<file path="config.mk">
export PLATFORM = sky130hd
export DESIGN_NAME = sio_irq_prioritizer
export DESIGN_NICKNAME = d
export VERILOG_FILES = /design/src/rtl/sio_irq_pkg.sv /design/src/rtl/sio_irq_arbiter.sv /design/src/rtl/sio_irq_vecfmt.sv /design/src/rtl/sio_irq_prioritizer.sv
export SDC_FILE = /design/constraint.sdc
export NUM_CORES = 1
export LEC_CHECK = 0
export BUFFER_PORTS_ARGS = -buffer_cell sky130_fd_sc_hd__clkbuf_2
export CAP_MARGIN = 10
export CORE_ASPECT_RATIO = 1.1
export CORE_MARGIN = 4
export CORE_UTILIZATION = 42
export DETAILED_ROUTE_END_ITERATION = 12
export PLACE_DENSITY = 0.84
export SLEW_MARGIN = 10
export SYNTH_ARGS = -nofsm -noshare
export SYNTH_HDL_FRONTEND = slang
export SYNTH_SLANG_ARGS = --single-unit
</file>
<file path="constraint.sdc">
create_clock -name clk -period 4.18 [get_ports clk]
set_clock_uncertainty 0.2 [all_clocks]
set_input_delay 0.209 -clock clk [delete_from_list [all_inputs] [get_ports clk]]
set_output_delay 0.209 -clock clk [all_outputs]
set_load 0.01 [all_outputs]
</file>
<file path="src/rtl/sio_irq_pkg.sv">
`timescale 1ns/1ps
package sio_irq_pkg;
    localparam int NCH    = 2;
    localparam int NSRC   = 4;
    localparam int VEC_W  = 8;
    localparam int CODE_W = 3;
    localparam int CHW    = (NCH > 1) ? $clog2(NCH) : 1;
    localparam int MODE_W = 2;

    typedef enum logic [1:0] {
        SRC_TX   = 2'd0,
        SRC_STAT = 2'd1,
        SRC_RX   = 2'd2,
        SRC_ERR  = 2'd3
    } src_e;

    localparam logic [MODE_W-1:0] RXM_OFF   = 2'b00;
    localparam logic [MODE_W-1:0] RXM_FIRST = 2'b01;

    localparam logic [CODE_W-1:0] IDLE_NARROW = 3'd3;
    localparam logic [CODE_W-1:0] IDLE_WIDE   = 3'd7;

    typedef struct packed {
        logic [NCH-1:0]    in_svc;
        logic [CODE_W-1:0] held;
        logic [NCH-1:0]    armed;
    } irq_state_t;
endpackage

</file>
<file path="src/rtl/sio_irq_arbiter.sv">
`timescale 1ns/1ps
module sio_irq_arbiter
    import sio_irq_pkg::*;
(
    input  logic [NCH*NSRC-1:0] qual,
    output logic                found,
    output logic [CHW-1:0]      win_ch,
    output src_e                win_src
);
    // Scan from lowest priority up; the last hit is the winner.
    always_comb begin
        found   = 1'b0;
        win_ch  = '0;
        win_src = SRC_TX;
        for (int c = NCH - 1; c >= 0; c--) begin
            for (int s = 0; s < NSRC; s++) begin
                if (qual[c*NSRC + s]) begin
                    found   = 1'b1;
                    win_ch  = CHW'(c);
                    win_src = src_e'(s);
                end
            end
        end
    end
endmodule

</file>
<file path="src/rtl/sio_irq_vecfmt.sv">
`timescale 1ns/1ps
module sio_irq_vecfmt
    import sio_irq_pkg::*;
(
    input  logic [VEC_W-1:0]  base,
    input  logic [CODE_W-1:0] code,
    input  logic              st_en,
    input  logic              ext,
    input  logic [2:0]        sel,
    output logic [VEC_W-1:0]  vec
);
    logic high_slot;

    always_comb begin
        high_slot = (sel == 3'd0) || (sel == 3'd1) || (sel == 3'd4) ||
                    (sel == 3'd5) || (sel == 3'd7);
        vec = base;
        if (st_en) begin
            if (!ext)
                vec[3:1] = code;
            else if (high_slot)
                vec[4:2] = code;
            else
                vec[2:0] = code;
        end
    end
endmodule

</file>
<file path="src/rtl/sio_irq_prioritizer.sv">
`timescale 1ns/1ps
module sio_irq_prioritizer
    import sio_irq_pkg::*;
(
    input  logic                  clk,
    input  logic                  rst_n,
    input  logic [NCH-1:0]        src_err,
    input  logic [NCH-1:0]        src_rx,
    input  logic [NCH-1:0]        src_stat,
    input  logic [NCH-1:0]        src_tx,
    input  logic [NCH*MODE_W-1:0] rx_mode,
    input  logic [NCH-1:0]        stat_ie,
    input  logic [NCH-1:0]        tx_ie,
    input  logic [NCH-1:0]        rx_arm,
    input  logic [VEC_W-1:0]      base_vec,
    input  logic                  vec_st_en,
    input  logic                  vec_ext,
    input  logic [2:0]            vec_sel,
    input  logic                  ie_in,
    input  logic                  iack,
    input  logic                  reti,
    input  logic                  eoi,
    output logic                  irq,
    output logic                  ie_out,
    output logic [VEC_W-1:0]      vec_out,
    output logic [NCH-1:0]        clr_err,
    output logic [NCH-1:0]        clr_rx,
    output logic [NCH-1:0]        clr_stat,
    output logic [NCH-1:0]        clr_tx
);
    irq_state_t q, d;

    logic [NCH*NSRC-1:0] qual;
    logic                found;
    logic [CHW-1:0]      win_ch;
    src_e                win_src;
    logic                any_svc;
    logic                grant;
    logic [CODE_W-1:0]   code_now;
    logic [CODE_W-1:0]   code_shown;

    // Qualification of each source
    for (genvar c = 0; c < NCH; c++) begin : g_qual
        logic [MODE_W-1:0] mode_c;
        assign mode_c = rx_mode[c*MODE_W +: MODE_W];
        assign qual[c*NSRC + int'(SRC_ERR)]  = src_err[c];
        assign qual[c*NSRC + int'(SRC_RX)]   = src_rx[c] && (mode_c != RXM_OFF) &&
                                               ((mode_c != RXM_FIRST) || q.armed[c]);
        assign qual[c*NSRC + int'(SRC_STAT)] = src_stat[c] && stat_ie[c];
        assign qual[c*NSRC + int'(SRC_TX)]   = src_tx[c] && tx_ie[c];

        assign clr_err[c]  = grant && (win_ch == CHW'(c)) && (win_src == SRC_ERR);
        assign clr_rx[c]   = grant && (win_ch == CHW'(c)) && (win_src == SRC_RX);
        assign clr_stat[c] = grant && (win_ch == CHW'(c)) && (win_src == SRC_STAT);
        assign clr_tx[c]   = grant && (win_ch == CHW'(c)) && (win_src == SRC_TX);

        a_r2_rx_clear_needs_mode: assert property (@(posedge clk) disable iff (!rst_n)
            clr_rx[c] |-> (mode_c != RXM_OFF));
    end

    sio_irq_arbiter u_arb (
        .qual    (qual),
        .found   (found),
        .win_ch  (win_ch),
        .win_src (win_src)
    );

    assign any_svc    = |q.in_svc;
    assign ie_out     = ie_in && !any_svc;
    assign irq        = ie_out && found;
    assign grant      = iack && irq;
    assign code_now   = found ? {win_ch == CHW'(0), win_src} :
                                (vec_ext ? IDLE_WIDE : IDLE_NARROW);
    assign code_shown = any_svc ? q.held : code_now;

    sio_irq_vecfmt u_fmt (
        .base  (base_vec),
        .code  (code_shown),
        .st_en (vec_st_en),
        .ext   (vec_ext),
        .sel   (vec_sel),
        .vec   (vec_out)
    );

    always_comb begin
        logic released;
        d        = q;
        released = 1'b0;
        if (reti) begin
            for (int c = 0; c < NCH; c++) begin
                if (!released && q.in_svc[c]) begin
                    d.in_svc[c] = 1'b0;
                    released    = 1'b1;
                end
            end
        end
        if (grant) begin
            d.in_svc[win_ch] = 1'b1;
            d.held           = code_now;
            if (win_src == SRC_RX && rx_mode[win_ch*MODE_W +: MODE_W] == RXM_FIRST)
                d.armed[win_ch] = 1'b0;
        end
        d.armed = d.armed | rx_arm;
        if (eoi)
            d.in_svc = '0;
    end

    always_ff @(posedge clk) begin
        if (!rst_n) begin
            q.in_svc <= '0;
            q.held   <= IDLE_NARROW;
            q.armed  <= '1;
        end else begin
            q <= d;
        end
    end

    a_r7_quiet_in_service: assert property (@(posedge clk) disable iff (!rst_n)
        any_svc |-> (!irq && !ie_out));

    a_r8_grant_enters_service: assert property (@(posedge clk) disable iff (!rst_n)
        (iack && irq && !eoi) |=> any_svc);

    a_r8_single_clear: assert property (@(posedge clk) disable iff (!rst_n)
        $onehot0({clr_err, clr_rx, clr_stat, clr_tx}));

    a_r11_eoi_releases: assert property (@(posedge clk) disable iff (!rst_n)
        eoi |=> !any_svc);

    a_r9_vector_held: assert property (@(posedge clk) disable iff (!rst_n)
        (any_svc && $past(any_svc) && $stable(base_vec) && $stable(vec_st_en) &&
         $stable(vec_ext) && $stable(vec_sel)) |-> $stable(vec_out));
endmodule

</file>
==> reports/results.txt, run 1 <==
Rel. slew slack: 69.3%
# diodes: 0
Syn nets: 140
Minimum clock period: 2440 ps
Hpwl dp: 1940 um
Fillers: 150
Core ar.: 0.00161 mm^2
Clk sink count: 7
Leak pwr: 0.000498 uW
Combinational power share: 38.0%
Fin. Hold Viols: 0
Worst Path Max Fanout: 6
Number of CTS-inserted buffers: 3
Most frequent cells in the layout: 48 x clkbuf_2, 16 x nor2_1, 9 x nand3_1, 8 x nand2_1, 7 x dfxtp_1
Min-delay src: rst_n
Setup TNS: 0 ps
Number of synthesized flops with an enable pin: 0
FF-to-FF End: q[1]
Fin. max-slew vios: 0
Syn. warnings: 0
PD cells: 211 mW/mm^2
Biggest regs: q (7)
Setup slack, reg-to-reg: 1750 ps
Reg power frac: 32.4%
NetSw: 74.8 uW
CTS tree: done
Final period util: 58.3%
RSZ-0062 raised after global routing: no
Clock Path Buffers: 2
Int Pwr: 143 uW
H-Tree Level Count: 1
Post-synthesis sequential area ratio: 19.2%
Wire per inst: 13.6 um
Max cap viols: 0
Setup ws final: 1740 ps
Gpl congestion: 0.844
Share of layout cells above drive strength 1: 37.4%
Primary flip-flop cell chosen by synthesis mapping: dfxtp_1
WS Path Type: register to output pin
Result of the run: finished, final reports clean
Max frequency: 0.410 GHz
Endpoints failing setup: 0
Die W: 47.7 um
Avg Inst Size Synth: 7.08 um^2
First-pass GRT wire length: 3840 um
Sw Ratio: 34.3%
Nets: 193
Required time worst endpoint: 3770 ps
Register bit total from synthesis: 7
Die ar.: 0.00247 mm^2
Hold/Removal Path Class: input pin to register
Distinct cells, synth: 37
Vias/cell: 5.79
Crit start category: register
Hold Path Depth: 2
Post-Place Setup Slack: 2050 ps
Top reg by flops: q
DRC: 0
Die height: 51.7 um
WL final: 2340 um
Std cell rows: 15
Worst setup EP type: output pin
Seq. cell area: 140 um^2
Initial antenna violation count: 0
Cells after synthesis: 103
Most common cell after layout, fill and taps aside: clkbuf_2
Root buffer cell: clkbuf_4
GRT Overall Usage: 20.8%
RR Startpoint: q[1]
Clk_lat worst skew: 260 ps
Asr flop ratio synth: 0%
Global route total overflow: 0
Final ANT Viol Nets: 0
Worst R2R Path Depth: 6
Vias after detailed routing: 996
Clock share of power: 29.5%
Clock-pin slew on the worst setup and hold paths: 60 ps
I/O pins: 55
Layout area overhead: 41.3%
Pre-antenna DRT Iters: 4
Initial Util: 45.2%
Vias in the first global route: 978
Initial DRC Count: 32
Largest net degree at the start of global routing: 9
Maximum vdd drop: 175 uV
Synth Cell Area: 729 um^2
Worst Path Arrival: 2030 ps
Port Buf Inserts: 48
Multi-input logic area: 541 um^2
Max reg flops: 7
Slew @ Worst Pin: 460 ps
Utilization after layout: 63.9%
Endpoint, Worst Hold: q[3]
kinds of logic after synthesis:
family | after synthesis | share of synthesized area [%]
simple gates | 51 | 36.2
mux | 1 | 1.54
flops | 7 | 19.2
compound gates | 34 | 36.4
buf+inv | 10 | 6.69
layer usage:
layer | part of all wire (%) | vias up | track usage, %
met5 | 0 | - | 0
met4 | 1.5 | 0 | 8.97
met3 | 8.3 | 7 | 3.81
met2 | 50 | 54 | 36.6
met1 | 40 | 440 | 23.2
li1 | - | 495 | -
power groups by stage:
stage / logic (uW) / clock network (uW) / registers, uW
after CTS: 82.4 / 66.7 / 70.6
after global placement: 77.7 / 0 / 71.9
after floorplan: 46.8 / 0 / 71.7
after global routing: 91.4 / 70.5 / 70.9
final: 82.8 / 64.3 / 70.7
after detailed placement: 79.8 / 0 / 72.1
area by class of cell:
class,instances,share of cell area (%)
flip-flops and latches,7,13.6
inverters,6,2.18
repair buffers,52,27.2
multi-input cells,86,52.4
well taps,17,2.06
clock buffers,4,2.55
per-stage QoR:
stage          hold slack [ps]  power [uW]  std cells  cell area, um^2
6_report                  8.86         218        172             1030
5_1_grt                   17.6         233        172             1030
4_1_cts                   1.59         220        172             1030
3_5_place_dp               192         152        164              965
3_3_place_gp               186         150        164              965
2_1_floorplan             85.1         118        103              729
repair_timing:
action,CTS,global route
hold buffers,4,0
gates resized for setup,0,0
hold endpoints to repair,3,0
setup buffers,0,0
synthesized netlist by cell type (2+ instances only):
master | instances | area share [%]
nor3b_1 | 2 | 2.1
nor2_1 | 16 | 8.2
nand3_1 | 9 | 6.2
nand2_1 | 8 | 4.1
a31o_2 | 2 | 2.4
o21ai_0 | 3 | 2.1
a21o_1 | 2 | 2.1
a21oi_1 | 4 | 2.7
o41ai_1 | 3 | 3.6
nor3_1 | 5 | 3.4
inv_1 | 6 | 3.1
and2_1 | 2 | 1.7
buf_4 | 3 | 3.1
a21boi_0 | 2 | 2.1
dfxtp_1 | 7 | 19
nand3b_1 | 3 | 3.1
a22oi_1 | 2 | 2.1
a31oi_1 | 5 | 4.3
how the worst max path moves through the flow:
stage                         start  depth (start not counted)    endpoint  slack [ps]
after floorplan                q[0]                          5  vec_out[2]        2270
after global placement    src_tx[0]                          7  vec_out[2]        2100
after detailed placement  src_rx[1]                          7  vec_out[1]        2050
after CTS                      q[1]                          6  vec_out[1]        1760
after global routing           q[1]                          6  vec_out[1]        1490
final                          q[1]                          6  vec_out[1]        1740
critical path, stage by stage, from the launching register on:
cell	delay [ps]
dfxtp_1	330
nand3_1	180
a41o_1	310
a31o_2	290
o41ai_1	360
a31oi_1	150
clkbuf_2	140
Note: power is estimated with default switching activity, not from simulation.
==> inputs of run 2 (changes only) <==
--- a/config.mk
+++ b/config.mk
@@ -9,9 +9,9 @@
 export CAP_MARGIN = 10
 export CORE_ASPECT_RATIO = 1.1
 export CORE_MARGIN = 4
-export CORE_UTILIZATION = 42
+export CORE_UTILIZATION = 35
 export DETAILED_ROUTE_END_ITERATION = 12
-export PLACE_DENSITY = 0.84
+export PLACE_DENSITY = 0.74
 export SLEW_MARGIN = 10
 export SYNTH_ARGS = -nofsm -noshare
 export SYNTH_HDL_FRONTEND = slang
==> constraint.sdc (replaced) <==
create_clock -name clk -period 2 [get_ports clk]
set_clock_uncertainty 0.2 [all_clocks]
set_input_delay 0.1 -clock clk [delete_from_list [all_inputs] [get_ports clk]]
set_output_delay 0.1 -clock clk [all_outputs]
set_load 0.01 [all_outputs]
==> run 2 against run 1 <==
  * The flow now finishes with violations (setup timing)
  * Routed wire length up 17%
  * Die area up 17%
  * Sequential share of layout area down 2.3 points
  * Clock power up 100%
  * Worst setup slack worse by 1800 ps
  * Sequential power up 110%
  * Non-clock buffer count up 15
  * Cell area up 20%
  * Critical path type unchanged
==> reports/results.txt, run 2 (synthesized netlist as in run 1, its figures left out) <==
Global route total overflow: 0
GRT Overall Usage: 17.8%
RR Startpoint: q[0]
Slew @ Worst Pin: 500 ps
Vias in the first global route: 954
Biggest regs: q (7)
Power Total: 492 uW
First-pass GRT wire length: 4110 um
Clk_lat worst skew: 250 ps
Rel. slew slack: 66.6%
Most frequent cells in the layout: 47 x clkbuf_2, 16 x nor2_1, 11 x buf_4, 9 x nand3_1, 8 x dlygate4sd3_1
Worst setup endpoint: vec_out[2]
Hpwl dp: 2000 um
H-Tree Level Count: 1
Utilization after layout: 62.0%
Setup TNS: -319 ps
Nets: 208
DRC: 0
Maximum vdd drop: 437 uV
FF-to-FF End: q[2]
RSZ-0062 raised after global routing: yes
Setup ws final: -101 ps
Gpl congestion: 0.815
Initial antenna violation count: 0
Pre-antenna DRT Iters: 4
Fin. Hold Viols: 0
Most common cell after layout, fill and taps aside: clkbuf_2
Post-Place Setup Slack: 86.4 ps
Fin. max-slew vios: 0
Crit start category: register
Share of layout cells above drive strength 1: 44.1%
Worst R2R Path Depth: 8
Fillers: 199
CTS tree: done
Cell family with most CP delay: compound AO/OA/AOI/OAI gates
Worst path slowest cell: dfxtp_1
Initial DRC Count: 27
Worst Path Max Fanout: 3
Vias after detailed routing: 1,046
Required time worst endpoint: 1700 ps
WL final: 2730 um
Clk sink count: 7
Final period util: 105%
Endpoints failing setup: 5
Minimum clock period: 2100 ps
Port Buf Inserts: 48
# diodes: 0
CP Depth: 6
Worst setup EP type: output pin
Largest net degree at the start of global routing: 9
Setup slack, reg-to-reg: 120 ps
Core ar.: 0.00200 mm^2
Max reg flops: 7
Number of CTS-inserted buffers: 3
I/O pins: 55
Worst Setup SP: q[0]
Result of the run: complete, but fails checks
Root buffer cell: clkbuf_4
Die W: 51.5 um
Crit path cell chain: a21o_1 > nand2_2 > a31o_4 > o41ai_4 > a41oi_2 > buf_2
WS Path Type: register to output pin
Die height: 55.9 um
Clock Path Buffers: 2
Top reg by flops: q
Initial Util: 36.5%
Final ANT Viol Nets: 0
Layout area overhead: 69.8%
Wire per inst: 13.8 um
Worst Path Arrival: 1800 ps
Std cell rows: 17
Clock-pin slew on the worst setup and hold paths: 60 ps
Buf+Inv Stages, Crit Path: 1
Hold/Removal Path Class: input pin to output pin
Leak pwr: 0.000591 uW
Hold WS: 0.00443 ps
Max cap viols: 0
Vias/cell: 5.28
Max frequency: 0.476 GHz
Failing checks: setup timing
Die ar.: 0.00288 mm^2
PD cells: 397 mW/mm^2
Slowest stage delay, CP: 330 ps
-- run 2: changes by cell type in the layout (fill, tap and decap cells not counted), moves of 2 or more --
| cell | previous run | this run |
|---|---|---|
| a31oi_1 | 5 | 3 |
| buf_4 | 0 | 11 |
| dlygate4sd3_1 | 4 | 8 |
| o41ai_1 | 3 | 1 |
-- run 2: what timing repair did --
| action | CTS | global route |
|---|---|---|
| pin swaps | 8 | 4 |
| setup buffers | 2 | 4 |
| endpoints found under the setup margin | 5 | 10 |
| endpoints found under the hold margin | 7 | 1 |
| gates resized for setup | 6 | 6 |
| hold buffers | 6 | 2 |
-- run 2: layer usage --
| metal | vias up | share of wire, % | global-route usage, % |
|---|---|---|---|
| li1 | 522 | - | - |
| met1 | 487 | 39 | 21.0 |
| met2 | 35 | 53 | 32.2 |
| met3 | 2 | 6.5 | 3.75 |
| met4 | 0 | 0.99 | 3.75 |
| met5 | - | 0 | 0 |
-- run 2: worst min path at each step --
stage | from | endpoint | slack [ps] | cells past startpoint
final | base_vec[5] | vec_out[5] | 0.004 | 0
after global routing | base_vec[5] | vec_out[5] | 0.02 | 0
after CTS | rx_mode[0] | q[0] | -40 | 3
after detailed placement | base_vec[7] | vec_out[7] | 0.07 | 0
after global placement | base_vec[7] | vec_out[7] | 0.07 | 0
after floorplan | eoi | q[6] | -20 | 1
-- run 2: stage by stage --
step | std cells | cell area, um^2
floorplan | 103 | 729
global placement | 180 | 1020
detailed placement | 180 | 1020
CTS | 192 | 1160
global route | 198 | 1240
finish | 198 | 1240
-- run 2: cell type report --
type                       count  area (um^2)  share of cell area (%)
inverter                       6         22.5                    1.82
timing repair buffer          67          403                    32.5
clock buffer                   4         26.3                    2.12
sequential                     7          140                    11.3
tap                           28         35.0                    2.83
multi-input combinational     86          612                    49.4
-- run 2: where the power goes --
part | leakage, uW | switching (uW) | internal [uW]
combinational | 0.000519 | 109 | 105
clock | 0.0000150 | 52.5 | 76.1
sequential | 0.0000571 | 4.62 | 145
total | 0.000591 | 166 | 326
==> inputs of run 3 (changes only) <==
--- a/config.mk
+++ b/config.mk
@@ -12,6 +12,7 @@
 export CORE_UTILIZATION = 35
 export DETAILED_ROUTE_END_ITERATION = 12
 export PLACE_DENSITY = 0.74
+export REMOVE_ABC_BUFFERS = 1
 export SLEW_MARGIN = 10
 export SYNTH_ARGS = -nofsm -noshare
 export SYNTH_HDL_FRONTEND = slang
==> run 3 against run 2 <==
  * The run still ends with setup timing left
  * Worst setup slack worse by 7.3 ps
  * Count of clock-buffer cells in the layout stayed put
  * Fmax is 0.35% lower
  * Final cell count is 1.0% lower
  * Via count is 2.0% higher
  * Largest cell class unchanged
==> reports/results.txt, run 3 (synthesized netlist as in run 1, its figures left out) <==
Clock Path Buffers: 2
Required time worst endpoint: 1700 ps
Core ar.: 0.00200 mm^2
Reg power frac: 30.7%
Number of CTS-inserted buffers: 3
GRT Overall Usage: 19.9%
Worst Path Max Fanout: 3
Die W: 51.5 um
Layout area overhead: 68.3%
Hold Path Depth: 0
Clock share of power: 26.4%
Non-Filler Instances: 196
NetSw: 163 uW
Hpwl dp: 2020 um
Power Total: 487 uW
DRC: 0
Hold WS: 0.0941 ps
Failing checks: setup timing
Largest net degree at the start of global routing: 9
Result of the run: complete, but fails checks
Clk_lat worst skew: 250 ps
Minimum clock period: 2110 ps
Final period util: 105%
Worst setup EP type: output pin
Vias in the first global route: 1,091
Vias after detailed routing: 1,067
Worst R2R Path Depth: 6
Max frequency: 0.474 GHz
Int Pwr: 323 uW
Maximum vdd drop: 308 uV
CP Depth: 7
First-pass GRT wire length: 4550 um
WL final: 2730 um
Fin. max-slew vios: 0
Top reg by flops: q
WS Path Type: register to output pin
PD cells: 396 mW/mm^2
Slowest stage delay, CP: 320 ps
Sw Ratio: 33.5%
Crit start category: register
Final ANT Viol Nets: 0
Rel. slew slack: 65.5%
Dpl cells: 180
Cell family with most CP delay: compound AO/OA/AOI/OAI gates
Root buffer cell: clkbuf_4
Share of layout cells above drive strength 1: 44.6%
Fillers: 201
Leak pwr: 0.000580 uW
RR Startpoint: q[0]
Max cap viols: 0
Dpl cell area: 0.00102 mm^2
Hold/Removal Path Class: input pin to output pin
Die ar.: 0.00288 mm^2
Pre-antenna DRT Iters: 4
Initial Util: 36.5%
CTS tree: done
Min-delay src: base_vec[5]
Endpoints failing setup: 5
Combinational power share: 43.0%
Clk sink count: 7
Setup ws final: -108 ps
Clock-pin slew on the worst setup and hold paths: 50 ps
Post-route cell area: 0.00123 mm^2
Most frequent cells in the layout: 46 x clkbuf_2, 15 x nor2_1, 9 x nand3_1
Std cell rows: 17
Buf+Inv Stages, Crit Path: 2
Worst Path Arrival: 1810 ps
Nets: 206
Vias/cell: 5.44
Wire per inst: 13.9 um
Die height: 55.9 um
Initial DRC Count: 31
Slew @ Worst Pin: 516 ps
Port Buf Inserts: 48
Biggest regs: q (7)
Worst path slowest cell: dfxtp_2
Most common cell after layout, fill and taps aside: clkbuf_2
H-Tree Level Count: 1
# diodes: 0
Crit path cell chain: a21o_1 > a211oi_4 > nor3b_4 > buf_6 > o41ai_4 > a31oi_1 > buf_2
Global route total overflow: 0
Initial antenna violation count: 0
Worst Setup SP: q[0]
Fin. Hold Viols: 0
I/O pins: 55
Gpl congestion: 0.815
Post-Place Setup Slack: 58.8 ps
Max reg flops: 7
RSZ-0062 raised after global routing: yes
-- run 3: path summary, 6_finish.rpt --
kind	endpoint	slack [ps]
max	vec_out[1]	-110
min	vec_out[5]	0.09
max reg2reg	q[1]	170
min reg2reg	q[0]	250
-- run 3: repair_timing --
item	4_1_cts	5_1_grt
hold buffers	8	0
pin swaps	7	3
endpoints found under the setup margin	5	12
buffers inserted	2	2
gates resized for setup	8	7
hold endpoints to repair	7	0
-- run 3: cell type report --
cell class	count	area [um^2]	share of cell area, %
flip-flops and latches	7	143	11.6
clock buffers	4	26.3	2.14
well taps	28	35.0	2.85
repair buffers	65	392	31.9
multi-input cells	86	609	49.6
inverters	6	22.5	1.83
-- run 3: per-stage QoR --
stage / TNS [ps] / utilization (%)
after floorplan: 0 / -
after global placement: 0 / 50.8
after detailed placement: 0 / 50.8
after CTS: -258 / 59.6
after global routing: -1020 / 61.4
final: -323 / 61.4
-- run 3: power groups by stage --
stage,combinational [uW],clock (uW),sequential (uW)
after detailed placement,176,0,151
after CTS,201,135,148
after global placement,172,0,151
final,209,128,149
after global routing,230,143,149
after floorplan,91.0,0,150
-- run 3: routing by layer --
layer  vias up  GRT usage [%]  routed length [um]
met1       493           21.6                1000
li1        518              -                   -
met3         8           2.41                 190
met4         0           8.61                  85
met5         -              0                   0
met2        48           37.3                1460
